**config.mk**
```make
export PLATFORM = sky130hd
export DESIGN_NAME = quad_dac_glue
export DESIGN_NICKNAME = d
export VERILOG_FILES = /design/src/rtl/qdac_pkg.sv /design/src/rtl/qdac_decode.sv /design/src/rtl/qdac_sampler.sv /design/src/rtl/qdac_bank.sv /design/src/rtl/quad_dac_glue.sv
export SDC_FILE = /design/constraint.sdc
export NUM_CORES = 1
export LEC_CHECK = 0
export BUFFER_PORTS_ARGS = -buffer_cell sky130_fd_sc_hd__clkbuf_2
export CAP_MARGIN = 20
export CORE_MARGIN = 10
export CORE_UTILIZATION = 29
export CTS_CLUSTER_DIAMETER = 100
export DETAILED_ROUTE_END_ITERATION = 7
export SYNTH_ARGS = -nofsm -noshare
export SYNTH_HDL_FRONTEND = slang
export SYNTH_SLANG_ARGS = --single-unit
```
**constraint.sdc**
```tcl
create_clock -name clk_i -period 2.1 [get_ports clk_i]
set_input_delay 0.21 -clock clk_i [delete_from_list [all_inputs] [get_ports clk_i]]
set_output_delay 0.21 -clock clk_i [all_outputs]
set_load 0.02 [all_outputs]
```
**src/rtl/qdac_pkg.sv**
```systemverilog
package qdac_pkg;

   localparam int QD_MAX_CH_W = 8;

   // Swap the two highest channel codes to match the board wiring.
   function automatic logic [QD_MAX_CH_W-1:0] qd_pair_swap(
      input logic [QD_MAX_CH_W-1:0] raw,
      input int                     nch
   );
      if (int'(raw) >= nch - 2)
         return raw ^ 8'd1;
      return raw;
   endfunction

endpackage

```
**src/rtl/qdac_decode.sv**
```systemverilog
module qdac_decode #(
   parameter int ADDR_LO      = 2,
   parameter int ADDR_HI      = 21,
   parameter int BS_LSB       = 18,
   parameter int BS_W         = 4,
   parameter int DEV_BIT      = 4,
   parameter int LAT_BIT      = 5,
   parameter int CH_LSB       = 2,
   parameter int CH_W         = 2,
   parameter bit SWAP_HI_PAIR = 1'b1
) (
   input  logic                  ce_n_i,
   input  logic [ADDR_HI:ADDR_LO] addr_i,
   input  logic [BS_W-1:0]       jumper_i,
   output logic                  board_sel_o,
   output logic                  dev_sel_o,
   output logic                  lat_sel_o,
   output logic [CH_W-1:0]       ch_o
);
   localparam int NCH = 1 << CH_W;

   logic [CH_W-1:0] raw_ch;
   logic            unused_addr;

   assign board_sel_o = !ce_n_i && (addr_i[BS_LSB +: BS_W] == jumper_i);
   assign dev_sel_o   = board_sel_o && addr_i[DEV_BIT];
   assign lat_sel_o   = board_sel_o && addr_i[LAT_BIT];
   assign raw_ch      = addr_i[CH_LSB +: CH_W];
   assign unused_addr = ^addr_i;

   generate
      if (SWAP_HI_PAIR) begin : g_swapped
         logic [qdac_pkg::QD_MAX_CH_W-1:0] mapped;
         assign mapped = qdac_pkg::qd_pair_swap(
                            qdac_pkg::QD_MAX_CH_W'(raw_ch), NCH);
         assign ch_o   = mapped[CH_W-1:0];
      end else begin : g_straight
         assign ch_o = raw_ch;
      end
   endgenerate

endmodule

```
**src/rtl/qdac_sampler.sv**
```systemverilog
module qdac_sampler #(
   parameter int             W         = 8,
   parameter logic [W-1:0]   IDLE_VAL  = '0
) (
   input  logic         clk_i,
   input  logic         rst_ni,
   input  logic [W-1:0] d_i,
   output logic [W-1:0] q_o
);
   always_ff @(posedge clk_i or negedge rst_ni) begin
      if (!rst_ni)
         q_o <= IDLE_VAL;
      else
         q_o <= d_i;
   end
endmodule

```
**src/rtl/qdac_bank.sv**
```systemverilog
module qdac_bank #(
   parameter int CODE_W = 12,
   parameter int CH_W   = 2
) (
   input  logic                        clk_i,
   input  logic                        rst_ni,
   input  logic                        wr_pulse_i,
   input  logic [CH_W-1:0]             wr_ch_i,
   input  logic [CODE_W-1:0]           wr_data_i,
   input  logic                        lat_pulse_i,
   output logic [(1<<CH_W)*CODE_W-1:0] in_code_o,
   output logic [(1<<CH_W)*CODE_W-1:0] out_code_o
);
   localparam int                NCH = 1 << CH_W;
   localparam logic [CODE_W-1:0] MID = {1'b1, {(CODE_W-1){1'b0}}};

   generate
      for (genvar c = 0; c < NCH; c++) begin : g_ch
         logic [CODE_W-1:0] in_q;
         logic [CODE_W-1:0] out_q;

         always_ff @(posedge clk_i or negedge rst_ni) begin
            if (!rst_ni) begin
               in_q  <= MID;
               out_q <= MID;
            end else begin
               if (wr_pulse_i && (wr_ch_i == CH_W'(c)))
                  in_q <= wr_data_i;
               if (lat_pulse_i)
                  out_q <= in_q;
            end
         end

         assign in_code_o[c*CODE_W +: CODE_W]  = in_q;
         assign out_code_o[c*CODE_W +: CODE_W] = out_q;
      end
   endgenerate
endmodule

```
**src/rtl/quad_dac_glue.sv**
```systemverilog
module quad_dac_glue #(
   parameter int CODE_W       = 12,
   parameter int CH_W         = 2,
   parameter int ADDR_LO      = 2,
   parameter int ADDR_HI      = 21,
   parameter int BS_W         = 4,
   parameter int BS_LSB       = 18,
   parameter int DEV_BIT      = 4,
   parameter int LAT_BIT      = 5,
   parameter int CH_LSB       = 2,
   parameter bit SWAP_HI_PAIR = 1'b1
) (
   input  logic                        clk_i,
   input  logic                        rst_ni,
   input  logic                        ce_n_i,
   input  logic                        we_n_i,
   input  logic [ADDR_HI:ADDR_LO]      bus_addr_i,
   input  logic [CODE_W-1:0]           bus_data_i,
   input  logic [BS_W-1:0]             jumper_i,
   output logic                        board_sel_o,
   output logic                        dev_cs_n_o,
   output logic                        latch_n_o,
   output logic [(1<<CH_W)*CODE_W-1:0] dac_code_o
);
   localparam int NCH = 1 << CH_W;
   // sample vector: {we_n, dev_hit, lat_n, ch, data}
   localparam int SW  = 3 + CH_W + CODE_W;
   localparam logic [SW-1:0] IDLE = {1'b1, 1'b0, 1'b1, {(CH_W+CODE_W){1'b0}}};

   generate
      if (CODE_W < 2 || CODE_W > 32) begin : g_bad_code
         $error("CODE_W out of range");
      end
      if (CH_W < 1 || CH_W > qdac_pkg::QD_MAX_CH_W) begin : g_bad_ch
         $error("CH_W out of range");
      end
      if (BS_LSB < ADDR_LO || BS_LSB + BS_W - 1 > ADDR_HI) begin : g_bad_bs
         $error("board-select field outside address bus");
      end
      if (CH_LSB < ADDR_LO || CH_LSB + CH_W - 1 > ADDR_HI) begin : g_bad_chf
         $error("channel field outside address bus");
      end
      if (DEV_BIT == LAT_BIT) begin : g_bad_sel
         $error("device and latch select bits must differ");
      end
      if (DEV_BIT > ADDR_HI || LAT_BIT > ADDR_HI ||
          DEV_BIT < ADDR_LO || LAT_BIT < ADDR_LO) begin : g_bad_bits
         $error("select bit outside address bus");
      end
   endgenerate

   logic              dev_sel;
   logic              lat_sel;
   logic [CH_W-1:0]   ch_dec;
   logic [SW-1:0]     raw_vec;
   logic [SW-1:0]     s_vec;
   logic [SW-1:0]     p_vec;
   logic              wr_pulse;
   logic              lat_pulse;
   logic [NCH*CODE_W-1:0] in_code;

   qdac_decode #(
      .ADDR_LO(ADDR_LO), .ADDR_HI(ADDR_HI), .BS_LSB(BS_LSB), .BS_W(BS_W),
      .DEV_BIT(DEV_BIT), .LAT_BIT(LAT_BIT), .CH_LSB(CH_LSB), .CH_W(CH_W),
      .SWAP_HI_PAIR(SWAP_HI_PAIR)
   ) i_decode (
      .ce_n_i      (ce_n_i),
      .addr_i      (bus_addr_i),
      .jumper_i    (jumper_i),
      .board_sel_o (board_sel_o),
      .dev_sel_o   (dev_sel),
      .lat_sel_o   (lat_sel),
      .ch_o        (ch_dec)
   );

   assign dev_cs_n_o = !dev_sel;
   assign latch_n_o  = !lat_sel;
   assign raw_vec    = {we_n_i, dev_sel, latch_n_o, ch_dec, bus_data_i};

   qdac_sampler #(.W(SW), .IDLE_VAL(IDLE)) i_samp_s (
      .clk_i(clk_i), .rst_ni(rst_ni), .d_i(raw_vec), .q_o(s_vec));
   qdac_sampler #(.W(SW), .IDLE_VAL(IDLE)) i_samp_p (
      .clk_i(clk_i), .rst_ni(rst_ni), .d_i(s_vec), .q_o(p_vec));

   // rising strobe edges between the two sample stages
   assign wr_pulse  = s_vec[SW-1] && !p_vec[SW-1] && p_vec[SW-2];
   assign lat_pulse = s_vec[SW-3] && !p_vec[SW-3];

   qdac_bank #(.CODE_W(CODE_W), .CH_W(CH_W)) i_bank (
      .clk_i       (clk_i),
      .rst_ni      (rst_ni),
      .wr_pulse_i  (wr_pulse),
      .wr_ch_i     (p_vec[CODE_W +: CH_W]),
      .wr_data_i   (p_vec[CODE_W-1:0]),
      .lat_pulse_i (lat_pulse),
      .in_code_o   (in_code),
      .out_code_o  (dac_code_o)
   );

endmodule

```
======== Word level (Yosys, flattened, before mapping) ========
Index checks and enable logic that the tools add are counted.
word-level totals
  flip-flop bits (word level) ............. 130
operators by class
  bitwise operators ....................... 1
  reduce and logical (&&, ||, !) cells .... 16
  multiplexer cells ....................... 3
  magnitude comparators ................... 1
  equality and inequality tests ........... 4
operator list
  cell                  count
  $logic_and A1 B1 Y1   10
  $logic_not A1 Y1      5
  $eq A2 B2 Y1 const B  2
  $eq A4 B4 Y1          1
  $mux W2               2
  $eq A2 B1 Y1 const B  1
  $ge A2 B2 Y1 const B  1
  $logic_not A2 Y1      1
  $mux W1               1
  $not A1 Y1            1

======== Longest topological paths before layout ========
  depth after elaboration ................. 4
  gate-level depth with buffers ........... 4
  mapped depth without buffers ............ 3

======== Cells and area by module ========
A second synthesis with hierarchy kept.
second synthesis, totals
  cell total of the unflattened synthesis .. 256
  area total of the unflattened synthesis .. 4555.6 µm²
modules (own cells, without submodules)
  module         cells an instance  area each (µm²)  seq. area each (µm²)  times used
  qdac_bank      205                3583.4           2412.3                1
  qdac_sampler   17                 427.9            427.9                 2
  qdac_decode    13                 93.8             0.0                   1
  quad_dac_glue  4                  22.5             0.0                   1

======== Worst setup path after synthesis ========
Ideal clock, no wire load.
  path kind ............................... register to register
  from .................................... reg i_samp_s.q_o[16]
  to ...................................... reg i_bank.g_ch[2].in_q[10]
  path slack .............................. 435 ps
  setup time .............................. 125 ps
  period minus slack after synthesis ...... 1665 ps
  arrival time ............................ 1540 ps
  buffers on the path ..................... 1
  cell stages (with the launch flop) ...... 5
  cells stage by stage .................... dfstp_2 nand2_1 or4b_4 buf_6 mux2_4
on the way
  longest elaborated chain between the ends .. 3
ends and longest elaborated chain
  what                               line                 text
  from (decl)                        qdac_sampler.sv:8    output logic [W-1:0] q_o
  from (signal assigned)             qdac_sampler.sv:14   q_o <= d_i;
  $logic_and A1 B1 Y1 (2 in series)  quad_dac_glue.sv:86  assign wr_pulse = s_vec[SW-1] && !p_vec[SW-1] && p_vec[SW-2];
  $logic_and A1 B1 Y1                qdac_bank.sv:27      if (wr_pulse_i && (wr_ch_i == CH_W'(c)))
  to (signal assigned)               qdac_bank.sv:28      in_q <= wr_data_i;
  to (decl)                          qdac_bank.sv:19      logic [CODE_W-1:0] in_q;
Every way passes these cells.
A chain may end at the register's enable or synchronous reset.

======== Final worst setup path ========
  from .................................... reg i_samp_s.q_o[16]
  to ...................................... reg i_bank.g_ch[2].in_q[6]
Same word-level chain as after synthesis.

==> impl_metrics.csv <==
group,metric,value,unit
clock_network,cts_htree_levels,4,
critical_path,start_kind,"flop",
routing,post_drt_wl_per_cell,15.4,um
global_routing,gr-usage-all-layers,9.24,%
timing,worstMarginPinSlew,0.588,ns
critical_path,max_stage_delay,0.65,ns
critical_path,critPathArrivalTime,2.05,ns
critical_path,worstReg2RegEnd,"i_bank.g_ch[2].in_q[6]",
pwr,irDropWorstVdd,499,uV
critical_path,cp_slowest_cell,"or4b_4",
timing,rsz0062_at_grt,"no",
timing,final_max_slew_viol_count,0,
pwr,p_total,5540,uW
synth,ys_seq_area_share,71.6,%
synth,yosysTopAreaCellShare,64.7,%
job,cap_violations,0,
floorplanning,initial_core_util,29.8,%
synth,syn_inst,253,
timing,fmax,0.568,GHz
synth,ys_seq_elements,130,
timing,slew_headroom,60.8,%
placed_design,portBuffers,78,
synth,synthMostInstantiatedCell,"dfrtp_1",
routing,drt_iter0_drc,61,
placed_design,hpwlAfterDp,6370,um
synth,ys.flop_type,"dfrtp_1",
critical_path,crit_required,2.39,ns
critical_path,cp_max_fo,12,
timing,finalCritPeriodShare,83.8,%
layout,diodes,0,
clock_network,clockBufferDepth,2,
critical_path,r2r_slack,0.34,ns
critical_path,reg2reg_from,"i_samp_s.q_o[16]",
synth,synth_warnings,0,
routing,drtAntennaViolNets,0,
layout,final_nets,405,
synth,avgSynthCellArea,18.0,sq um
global_routing,grt_pass1_wl,15200,um
synth,synth_edf_count,0,
routing,drc,0,
global_routing,grt-ovfl-total,0,
clock_network,root_buffer,"clkbuf_16",
synth,syn_nets,293,
synth,synth_area_leader_cell,"dfrtp_1",
global_routing,grt_max_degree,67,
placed_design,placedInstanceArea,5270,sq um
floorplanning,core_area,15300,sq um
timing,hold_ws,0.0632,ns
clock_network,cts_buffers,17,
synth,synth_area,4560,sq um
critical_path,path_class,"flop to flop",
synth,async_reset_ff_share,100,%
pwr,p_leak,0.00304,uW
critical_path,crit_chain,"nand2_1 > or4b_4 > mux2_4",
floorplanning,dieArea,21200,sq um
clock_network,clock_sinks,130,
routing,routed_via_density,4.08,
hold_path,hold_path_depth,2,
floorplanning,placementRows,45,
timing,hold_violations,0,
timing,setup_tns,0,ns
critical_path,critPathCaptureType,"flop",
global_routing,grt_pass1_vias,2764,
floorplanning,io_pins,91,
layout,synthToLayoutAreaGrowth,30.8,%
layout,fin_area,5970,sq um
synth,synth.distinct_cells,20,
pwr,p_per_area,927,nW/um^2
floorplanning,dieHeight,145,um
clock_network,cts_tree,"yes",
clock_network,cts_setup_buffers,0,
critical_path,r2r_cells,3,
routing,finalWirelength,9030,um
routing,first_pass_iters,4,
global_routing,antenna_found_initial,0,
hold_path,min_from,"bus_addr_i[4]",
clock_network,clk_latency,0.41,ns
clock_network,clk_pin_slew,0.05,ns
timing,finalSetupViolCount,0,
placed_design,gp_congestion,0.715,
synth,synthTopCellsByArea,"dfrtp_1, mux2_2, dfstp_2",
routing,vias,2401,
timing,finClkSkew,0.00369,ns
hold_path,hold_path_end,"i_samp_s.q_o[15]",
timing,min_period,1.76,ns
floorplanning,die_w,145,um
hold_path,min_path_type,"input pin to flop",
synth,yosys-top-cells-count,"dfrtp_1, mux2_2, dfstp_2, mux2_4, buf_2",
status,status,"finished, final reports clean",
layout,drive_gt1_share,59.9,%
-- final cells by class --
| cell class | count | area (sq um) |
|---|---|---|
| clock buffer | 20 | 447 |
| clock inverter | 11 | 90.1 |
| sequential | 130 | 3270 |
| tap | 211 | 264 |
| multi-input combinational | 114 | 1260 |
| timing repair buffer | 102 | 641 |
| fill | 1478 | 9340 |
-- registers in the layout, indices dropped and copies added (netlist names) --
| signal | flops |
|---|---|
| i_bank.g_ch.in_q | 48 |
| i_bank.g_ch.out_q | 48 |
| i_samp_p.q_o | 17 |
| i_samp_s.q_o | 17 |
-- placed cells by master (no fill, tap or decap) --
cell type	synthesis	final
and2_1	1	1
nand2_1	1	1
nand3_1	2	2
clkinvlp_4	0	1
clkinv_2	0	7
dfrtp_1	118	118
clkbuf_16	0	17
and3_1	1	1
clkbuf_1	0	2
or4b_4	1	1
clkinv_4	0	2
nor2b_1	2	1
dfstp_2	12	12
bufinv_16	0	1
mux2_4	10	10
nor2_1	1	1
nor3_1	1	1
clkbuf_2	0	77
clkbuf_8	0	1
nor3b_2	0	1
buf_12	0	2
buf_4	1	6
nor4_2	0	1
nor2b_4	0	1
mux2_2	86	86
xor2_1	5	5
nand4_1	1	1
dlygate4sd3_1	0	17
-- worst max-delay path by stage --
stage / start / endpoint / slack, ns / cells after the start
after floorplan: i_samp_s.q_o[16] / i_bank.g_ch[2].in_q[10] / 0.44 / 4
after global placement: i_samp_s.q_o[16] / i_bank.g_ch[2].in_q[4] / 0.36 / 3
after detailed placement: i_samp_s.q_o[16] / i_bank.g_ch[2].in_q[8] / 0.34 / 3
after CTS: i_samp_s.q_o[16] / i_bank.g_ch[2].in_q[8] / 0.33 / 3
after global routing: i_samp_s.q_o[16] / i_bank.g_ch[2].in_q[6] / 0.29 / 3
final: i_samp_s.q_o[16] / i_bank.g_ch[2].in_q[6] / 0.34 / 3
-- layer usage --
layer | up-vias | global-route usage [%] | share of wire (%)
met5 | - | 0 | 0
met1 | 1222 | 10.9 | 45
met2 | 52 | 14.3 | 48
met4 | 0 | 4.25 | 1.9
met3 | 14 | 3.97 | 4.9
li1 | 1113 | - | -
-- worst max-delay path, delay by kind of cell (launching register included) --
family | cells | cell delay, ns
mux | 1 | 0.35
simple gates | 2 | 0.75
flops | 1 | 0.54
-- timing repair --
action,in CTS,in global routing
resized for setup,0,0
hold buffers,17,0
hold endpoints to repair,33,0
setup endpoints to repair,0,0
-- where the power goes --
part           internal [uW]  total [uW]  switching [uW]
Clock                   1640        2650            1020
Sequential              2600        2650            51.3
Combinational            112         232             120
Total                   4350        5540            1190
-- stage by stage --
step           std cells  worst slack, ns  util [%]
2_1_floorplan        253            0.435         -
3_3_place_gp         540            0.363      34.4
3_5_place_dp         540            0.343      34.4
4_1_cts              588            0.335      39.0
5_1_grt              588            0.287      39.0
6_report             588            0.339      39.0
-- cells by family after synthesis --
group	count (synthesis)	synth area share [%]
xor+xnor	5	0.959
flops	130	71.6
buf+inv	9	1.15
simple gates	13	1.78
mux	96	24.5
(Power assumes the default switching activity.)
